<file path="config.mk">
export PLATFORM = sky130hd
export DESIGN_NAME = cc_timer
export DESIGN_NICKNAME = d
export VERILOG_FILES = /design/src/rtl/tmr_pkg.sv /design/src/rtl/tmr_prescaler.sv /design/src/rtl/tmr_capture.sv /design/src/rtl/tmr_wave.sv /design/src/rtl/cc_timer.sv
export SDC_FILE = /design/constraint.sdc
export NUM_CORES = 1
export LEC_CHECK = 0
export CAP_MARGIN = 5
export CORE_MARGIN = 2
export CORE_UTILIZATION = 45
export DETAILED_ROUTE_END_ITERATION = 8
export DONT_BUFFER_PORTS = 1
export HOLD_SLACK_MARGIN = 0.03
export PLACE_DENSITY = 0.7
export SYNTH_ARGS = -nofsm -noshare
export SYNTH_HDL_FRONTEND = slang
export SYNTH_SLANG_ARGS = --single-unit
</file>
<file path="constraint.sdc">
create_clock -name clk -period 5.6 [get_ports clk]
set_input_delay 0 -clock clk [delete_from_list [all_inputs] [get_ports clk]]
set_output_delay 0 -clock clk [all_outputs]
set_load 0.01 [all_outputs]
</file>
<file path="src/rtl/tmr_pkg.sv">
package tmr_pkg;
  typedef enum logic [1:0] {
    MODE_IDLE = 2'd0,
    MODE_PWM  = 2'd1,
    MODE_CMP  = 2'd2,
    MODE_CAP  = 2'd3
  } tmr_mode_e;

  localparam int ADDR_W = 3;
  localparam logic [ADDR_W-1:0] A_MODE  = 3'd0;
  localparam logic [ADDR_W-1:0] A_DIV   = 3'd1;
  localparam logic [ADDR_W-1:0] A_R1    = 3'd2;
  localparam logic [ADDR_W-1:0] A_R2    = 3'd3;
  localparam logic [ADDR_W-1:0] A_CAPT  = 3'd4;
  localparam logic [ADDR_W-1:0] A_EDGE  = 3'd5;
  localparam logic [ADDR_W-1:0] A_FLAGS = 3'd6;
  localparam logic [ADDR_W-1:0] A_IEN   = 3'd7;

  localparam int NFLAG   = 5;
  localparam int F_CAP   = 0;
  localparam int F_M1    = 1;
  localparam int F_M2    = 2;
  localparam int F_WRAP  = 3;
  localparam int F_OVR   = 4;
endpackage

</file>
<file path="src/rtl/tmr_prescaler.sv">
module tmr_prescaler #(
  parameter int DIV_W = 8
) (
  input  logic             clk,
  input  logic             rst,
  input  logic             run,
  input  logic             restart,
  input  logic [DIV_W-1:0] div,
  output logic             tick
);
  logic [DIV_W-1:0] phase_q;

  assign tick = run && !restart && (phase_q >= div);

  always_ff @(posedge clk) begin
    if (rst || restart) phase_q <= '0;
    else if (run)       phase_q <= tick ? '0 : phase_q + 1'b1;
  end

  AST_DIV_SPACING: assert property (@(posedge clk) disable iff (rst)
    (tick && div != '0 && $stable(div)) |=> !tick);
endmodule

</file>
<file path="src/rtl/tmr_capture.sv">
module tmr_capture #(
  parameter int CNT_W  = 16,
  parameter int STAGES = 2
) (
  input  logic             clk,
  input  logic             rst,
  input  logic             enable,
  input  logic             fall_sel,
  input  logic             pin,
  input  logic [CNT_W-1:0] count,
  output logic             cap_ev,
  output logic [CNT_W-1:0] cap_val
);
  logic [STAGES-1:0] sync_q;
  logic              prev_q;
  logic              pin_s;

  assign pin_s  = sync_q[STAGES-1];
  assign cap_ev = enable && (fall_sel ? (!pin_s && prev_q) : (pin_s && !prev_q));

  always_ff @(posedge clk) begin
    if (rst) begin
      sync_q  <= '0;
      prev_q  <= 1'b0;
      cap_val <= '0;
    end else begin
      sync_q <= {sync_q[STAGES-2:0], pin};
      prev_q <= pin_s;
      if (cap_ev) cap_val <= count;
    end
  end

  AST_CAP_STAMP: assert property (@(posedge clk) disable iff (rst)
    cap_ev |=> cap_val == $past(count));
endmodule

</file>
<file path="src/rtl/tmr_wave.sv">
module tmr_wave
  import tmr_pkg::*;
#(
  parameter int CNT_W = 16
) (
  input  logic             clk,
  input  logic             rst,
  input  logic             restart,
  input  tmr_mode_e        mode,
  input  logic             tick,
  input  logic [CNT_W-1:0] count,
  input  logic [CNT_W-1:0] count_nxt,
  input  logic [CNT_W-1:0] r1,
  input  logic [CNT_W-1:0] r2,
  output logic             wave
);
  always_ff @(posedge clk) begin
    if (rst || restart) begin
      wave <= 1'b0;
    end else begin
      unique case (mode)
        MODE_PWM: wave <= (count < r1);
        MODE_CMP: begin
          if (tick && r1 != r2) begin
            if (count_nxt == r1)      wave <= 1'b1;
            else if (count_nxt == r2) wave <= 1'b0;
          end
        end
        default:  wave <= 1'b0;
      endcase
    end
  end

  AST_EQ_HOLD: assert property (@(posedge clk) disable iff (rst)
    (mode == MODE_CMP && r1 == r2 && !restart) |=> $stable(wave));
endmodule

</file>
<file path="src/rtl/cc_timer.sv">
module cc_timer
  import tmr_pkg::*;
#(
  parameter int CNT_W  = 16,
  parameter int DIV_W  = 8,
  parameter int STAGES = 2
) (
  input  logic              clk,
  input  logic              rst,
  input  logic              wr_en,
  input  logic              rd_en,
  input  logic [2:0]        addr,
  input  logic [CNT_W-1:0]  wdata,
  output logic [CNT_W-1:0]  rdata,
  input  logic              cap_in,
  output logic              wave_out,
  output logic              irq
);
  localparam logic [CNT_W-1:0] CNT_MAX = '1;

  tmr_mode_e        mode_q;
  logic [DIV_W-1:0] div_q;
  logic [CNT_W-1:0] r1_q, r2_q, cnt_q, cnt_nxt, cap_val;
  logic             fall_q, unread_q, tick, cap_ev;
  logic [NFLAG-1:0] flags_q, ien_q, flag_set, flag_clr;
  logic             mode_wr, cap_read;

  assign mode_wr  = wr_en && addr == A_MODE;
  assign cap_read = rd_en && addr == A_CAPT;
  assign cnt_nxt  = (mode_q == MODE_PWM && cnt_q == r2_q) ? '0 : cnt_q + 1'b1;

  tmr_prescaler #(.DIV_W(DIV_W)) u_pre (
    .clk(clk), .rst(rst), .run(mode_q != MODE_IDLE), .restart(mode_wr),
    .div(div_q), .tick(tick)
  );

  tmr_capture #(.CNT_W(CNT_W), .STAGES(STAGES)) u_cap (
    .clk(clk), .rst(rst), .enable(mode_q == MODE_CAP), .fall_sel(fall_q),
    .pin(cap_in), .count(cnt_q), .cap_ev(cap_ev), .cap_val(cap_val)
  );

  tmr_wave #(.CNT_W(CNT_W)) u_wave (
    .clk(clk), .rst(rst), .restart(mode_wr), .mode(mode_q), .tick(tick),
    .count(cnt_q), .count_nxt(cnt_nxt), .r1(r1_q), .r2(r2_q), .wave(wave_out)
  );

  always_comb begin
    flag_set         = '0;
    flag_set[F_CAP]  = cap_ev;
    flag_set[F_M1]   = tick && cnt_nxt == r1_q;
    flag_set[F_M2]   = tick && cnt_nxt == r2_q;
    flag_set[F_WRAP] = tick && cnt_q == CNT_MAX;
    flag_set[F_OVR]  = cap_ev && unread_q && !cap_read;
    flag_clr         = (wr_en && addr == A_FLAGS) ? wdata[NFLAG-1:0] : '0;
  end

  always_ff @(posedge clk) begin
    if (rst) begin
      mode_q   <= MODE_IDLE;
      div_q    <= '0;
      r1_q     <= '0;
      r2_q     <= '0;
      fall_q   <= 1'b0;
      ien_q    <= '0;
      flags_q  <= '0;
      cnt_q    <= '0;
      unread_q <= 1'b0;
      irq      <= 1'b0;
      rdata    <= '0;
    end else begin
      if (wr_en) begin
        unique case (addr)
          A_MODE: mode_q <= tmr_mode_e'(wdata[1:0]);
          A_DIV:  div_q  <= wdata[DIV_W-1:0];
          A_R1:   r1_q   <= wdata;
          A_R2:   r2_q   <= wdata;
          A_EDGE: fall_q <= wdata[0];
          A_IEN:  ien_q  <= wdata[NFLAG-1:0];
          default: ;
        endcase
      end
      if (mode_wr)   cnt_q <= '0;
      else if (tick) cnt_q <= cnt_nxt;
      flags_q <= (flags_q & ~flag_clr) | flag_set;
      if (cap_ev)        unread_q <= 1'b1;
      else if (cap_read) unread_q <= 1'b0;
      irq <= |(flags_q & ien_q);
      if (rd_en) begin
        unique case (addr)
          A_MODE:  rdata <= {{(CNT_W-2){1'b0}}, mode_q};
          A_DIV:   rdata <= {{(CNT_W-DIV_W){1'b0}}, div_q};
          A_R1:    rdata <= r1_q;
          A_R2:    rdata <= r2_q;
          A_CAPT:  rdata <= cap_val;
          A_EDGE:  rdata <= {{(CNT_W-1){1'b0}}, fall_q};
          A_FLAGS: rdata <= {{(CNT_W-NFLAG){1'b0}}, flags_q};
          default: rdata <= {{(CNT_W-NFLAG){1'b0}}, ien_q};
        endcase
      end
    end
  end

  AST_PWM_WRAP: assert property (@(posedge clk) disable iff (rst)
    (tick && mode_q == MODE_PWM && cnt_q == r2_q && !mode_wr) |=> cnt_q == '0);
  AST_CMP_FREE: assert property (@(posedge clk) disable iff (rst)
    (tick && mode_q == MODE_CMP && !mode_wr) |=> cnt_q == $past(cnt_q) + 1'b1);
  AST_RESTART: assert property (@(posedge clk) disable iff (rst)
    mode_wr |=> (cnt_q == '0 && !wave_out));
  AST_OVERRUN: assert property (@(posedge clk) disable iff (rst)
    (cap_ev && unread_q && !cap_read) |=> flags_q[F_OVR]);
  AST_W1C: assert property (@(posedge clk) disable iff (rst)
    (wr_en && addr == A_FLAGS && wdata[F_CAP] && !cap_ev) |=> !flags_q[F_CAP]);
endmodule

</file>
==> summary.md <==
| Metric | Value |
|---|---|
| Yosys reg bits | approximately 120 |
| Avg Cell Area, Syn | 7.71 um^2 |
| Xor/xnor share of the synthesized area | 0.0935 |
| Die height | 129 um |
| Post-route DRC violation count | 0 |
| Area fraction in compound gates after synthesis | 0.170 |
| Fill cells | about 1500 |
| CP max-delay cell | dfxtp_1 |
| Worst Hold Launch | wr_en |
| Leakage | between 3 and 4 nW |
| Initial Util | 0.462 |
| CTS tree | built |
| Final WS setup | 2.38 ns |
| TritonCTS Sinks | 115 |
| Top_reg_cell synth | dfxtp_1 |
| Routed WL | 20800 um |
| CP Class | flop to flop |
| First drt pass iteration count | 7 |
| Synth area leaders | dfxtp_1, nand2_1, a21oi_1, xor2_1, nor2_1 |
| Row count | 45 |
| Syn Nets | between 900 and 1000 |
| Vias in the first global route | roughly 6000 |
| Via Count | 6534 |
| Post-route design area | 7940 um^2 |
| Drt via density | 5.83 |
| Initial antenna violation count | 0 |
| Pre-CTS setup slack | 2.42 ns |
| Die ar. | 16700 um^2 |
| Max Cap Viol | 0 |
| Largest family of logic cells by synthesized area | simple AND/OR/NAND/NOR gates |
| Post-Route Skew | about 0.0086 ns |
| Synth-to-layout area growth | 12.6% |
| Most frequent cell after synthesis | nand2_1 |
| WHS Endpoint | ien_q[2] |
| Number of synthesized flops with an enable pin | 0 |
| Yosys warnings | 0 |
| Fraction of registers with async set/reset | 0 |
| Num CTS Buffers | 17 |
| Core Box Area | between 15000 and 20000 um^2 |
| PortBufs | 0 |
| Mux cell area share after synthesis | 0.0527 |
| Netlist cell types | 64 |
| Post-synthesis adder-cell area fraction | 0.0514 |
| Max H-tree Level | 4 |
| Final Hold Fails | 0 |
| Clock Pin Slew Worst Setup and Hold Paths | 0.05 ns |
| Per-cell routed wire length | 18.6 um |
| Tot Pwr | 0.00198 W |
| Clock buffer depth | 2 |
| Area leader, netlist | dfxtp_1 |
| Fin crit period | 3.22 ns |
| Max IR drop VDD | 0.000202 V |
| Worst-margin pin slew | 1.15 ns |
| Synth top area share | 0.326 |
| Sequential area share after synthesis | 0.326 |
| Final Setup Violations | 0 |
| GP Congestion | 1.08 |
| Synth cell count leaders | nand2_1, dfxtp_1, nor2_1 |
| Slowest cell delay on critical path | 0.57 ns |
| I/O pin total | 42 |
| Status | complete, no violations |
| Worst Path Arrival | 3.51 ns |
| Post-route ant nets | 0 |
| Die width | 129 um |
| Setup tns final | 0 ns |
| Placed cell area | 7020 um^2 |
| Worst R2R End | u_wave.wave |
| Final Net Count | 950 |
| Worst-Skew Late Latency | approximately 0.42 ns |
| Worst min-delay path class | input port to flop |
| Synth Area in Simple Gates | 0.241 |
| DP HPWL | 14300 um |
| Hold depth | 3 |
| Worst EP required | 5.89 ns |
| Gr ovfl total | 0 |
| Crit path top cell by count | nor4_2 |
| Worst setup EP type | flop |
| Reg2reg path depth | 10 |
| Largest net degree at the start of global routing | 92 |
| Mapped Area | 7050 um^2 |
| Initial DRC count | about 740 |
| Post-CTS setup buffer count | 0 |
| N_diodes | 0 |
| Period utilization | 0.575 |
| Crit path max fanout | 13 |
| PwrDens | 249 nW/um^2 |
| RSZ-0062 raised after global routing | no |
| Gr usage total | 0.257 |
| FMAX | 311 MHz |
| Max-slew violation count | 0 |
| Reg2Reg Setup Slack | about 2.4 ns |
| Global-route wire length before repair | 32900 um |
| CTS Root Cell | clkbuf_16 |
| Cell Chain, Critical Path | ha_1 -> nand3_4 -> nor4_2 -> xnor2_1 -> nand2b_1 -> a211o_1 -> o2bb2ai_1 -> nor4_2 -> or3_1 -> nand4_1 |
| Layout cells sized above 1 | 0.0550 |
| Critical R2R Launch | cnt_q[0] |
| Max transition margin | 0.220 |
| Startpoint Class | flop |
| Syn Inst Count | 915 |
==> metal layers <==
layer	GRT usage	vias to the layer above	wire length, um
met2	0.374	314	8980
met1	0.358	3022	9290
met5	0	-	0
met4	0.122	0	696
met3	0.0586	53	1820
li1	-	3145	-
==> through the flow <==
stage / cells / utilization / hold WS, ns
5_1_grt: 1120 / 0.521 / 0.0525
3_3_place_gp: 1052 / 0.460 / 0.0790
4_1_cts: 1120 / 0.521 / 0.0331
2_1_floorplan: 915 / - / 0.128
3_5_place_dp: 1052 / 0.460 / 0.0815
6_report: 1120 / 0.521 / 0.0515
==> worst max-delay path: cells and delay by family (launching register included) <==
family | cells | cell delay [ns]
and+or+nand+nor | 6 | 1.43
DFF | 1 | 0.57
AOI/OAI and AO/OA | 2 | 0.47
adders and majority gates | 1 | 0.35
xor gates and xnor gates | 1 | 0.27
==> final cells by class <==
type                            instances  area (um^2)  area share
Multi-Input combinational cell        690         4300       0.542
Sequential cell                       115         2300       0.290
Timing Repair Buffer                   41          418      0.0526
Clock buffer                           27          513      0.0646
Clock inverter                          4         22.5     0.00284
Inverter                               32          120      0.0151
Tap cell                              211          264      0.0332
==> worst max path at each step <==
stage | slack [ns] | cells past startpoint | from | to
floorplan | 2.85 | 10 | cnt_q[1] | u_wave.wave
finish | 2.38 | 10 | cnt_q[0] | u_wave.wave
global placement | 2.51 | 10 | cnt_q[0] | u_wave.wave
detailed placement | 2.42 | 10 | cnt_q[0] | u_wave.wave
global route | 2.11 | 10 | cnt_q[0] | u_wave.wave
CTS | 2.41 | 10 | cnt_q[0] | u_wave.wave
==> cell families after synthesis <==
group / after synthesis
compound gates: 197
simple gates: 358
buf+inv: 110
xor+xnor: 69
flops: 115
fa+ha+maj: 29
mux: 37
==> state kept, by name, indices dropped and copies added, names as in the netlist <==
register / flops
u_cap.sync_q: 2
ien_q: 5
cnt_q: 16
flags_q: 5
r2_q: 16
u_pre.phase_q: 8
irq: 1
r1_q: 16
u_cap.prev_q: 1
unread_q: 1
rdata: 16
mode_q: 2
div_q: 8
u_cap.cap_val: 16
fall_q: 1
u_wave.wave: 1
==> power by group <==
part,switching [W],total [W],internal [W]
Clock,0.000357,0.000975,0.000618
Combinational,0.0000887,0.000147,0.0000579
Sequential,0.0000235,0.000858,0.000835
Total,0.000470,0.00198,0.00151
==> repair_timing <==
action	CTS	global route
endpoints found under the hold margin	97	0
setup endpoints to repair	0	0
gates resized for setup	0	0
hold buffers	37	0
==> placed cells by master (no fill, tap or decap), types with 5 or more instances in the layout <==
cell type / n
nor3_1: 18
nor4b_1: 7
xor2_1: 46
or3_1: 5
nand2_1: 132
clkbuf_16: 17
xnor2_1: 19
nand3_1: 18
nand4_1: 14
nand3b_1: 6
nor2b_1: 8
a22oi_1: 8
a31oi_1: 8
ha_1: 29
nand2b_1: 5
nor2_1: 102
nor4_1: 12
o21ai_0: 26
and3_1: 8
o211ai_1: 5
dlygate4sd3_1: 36
a211oi_1: 15
inv_1: 32
a21oi_1: 98
clkbuf_1: 5
clkbuf_8: 5
mux2i_1: 36
dfxtp_1: 115
(Power assumes the default switching activity.)
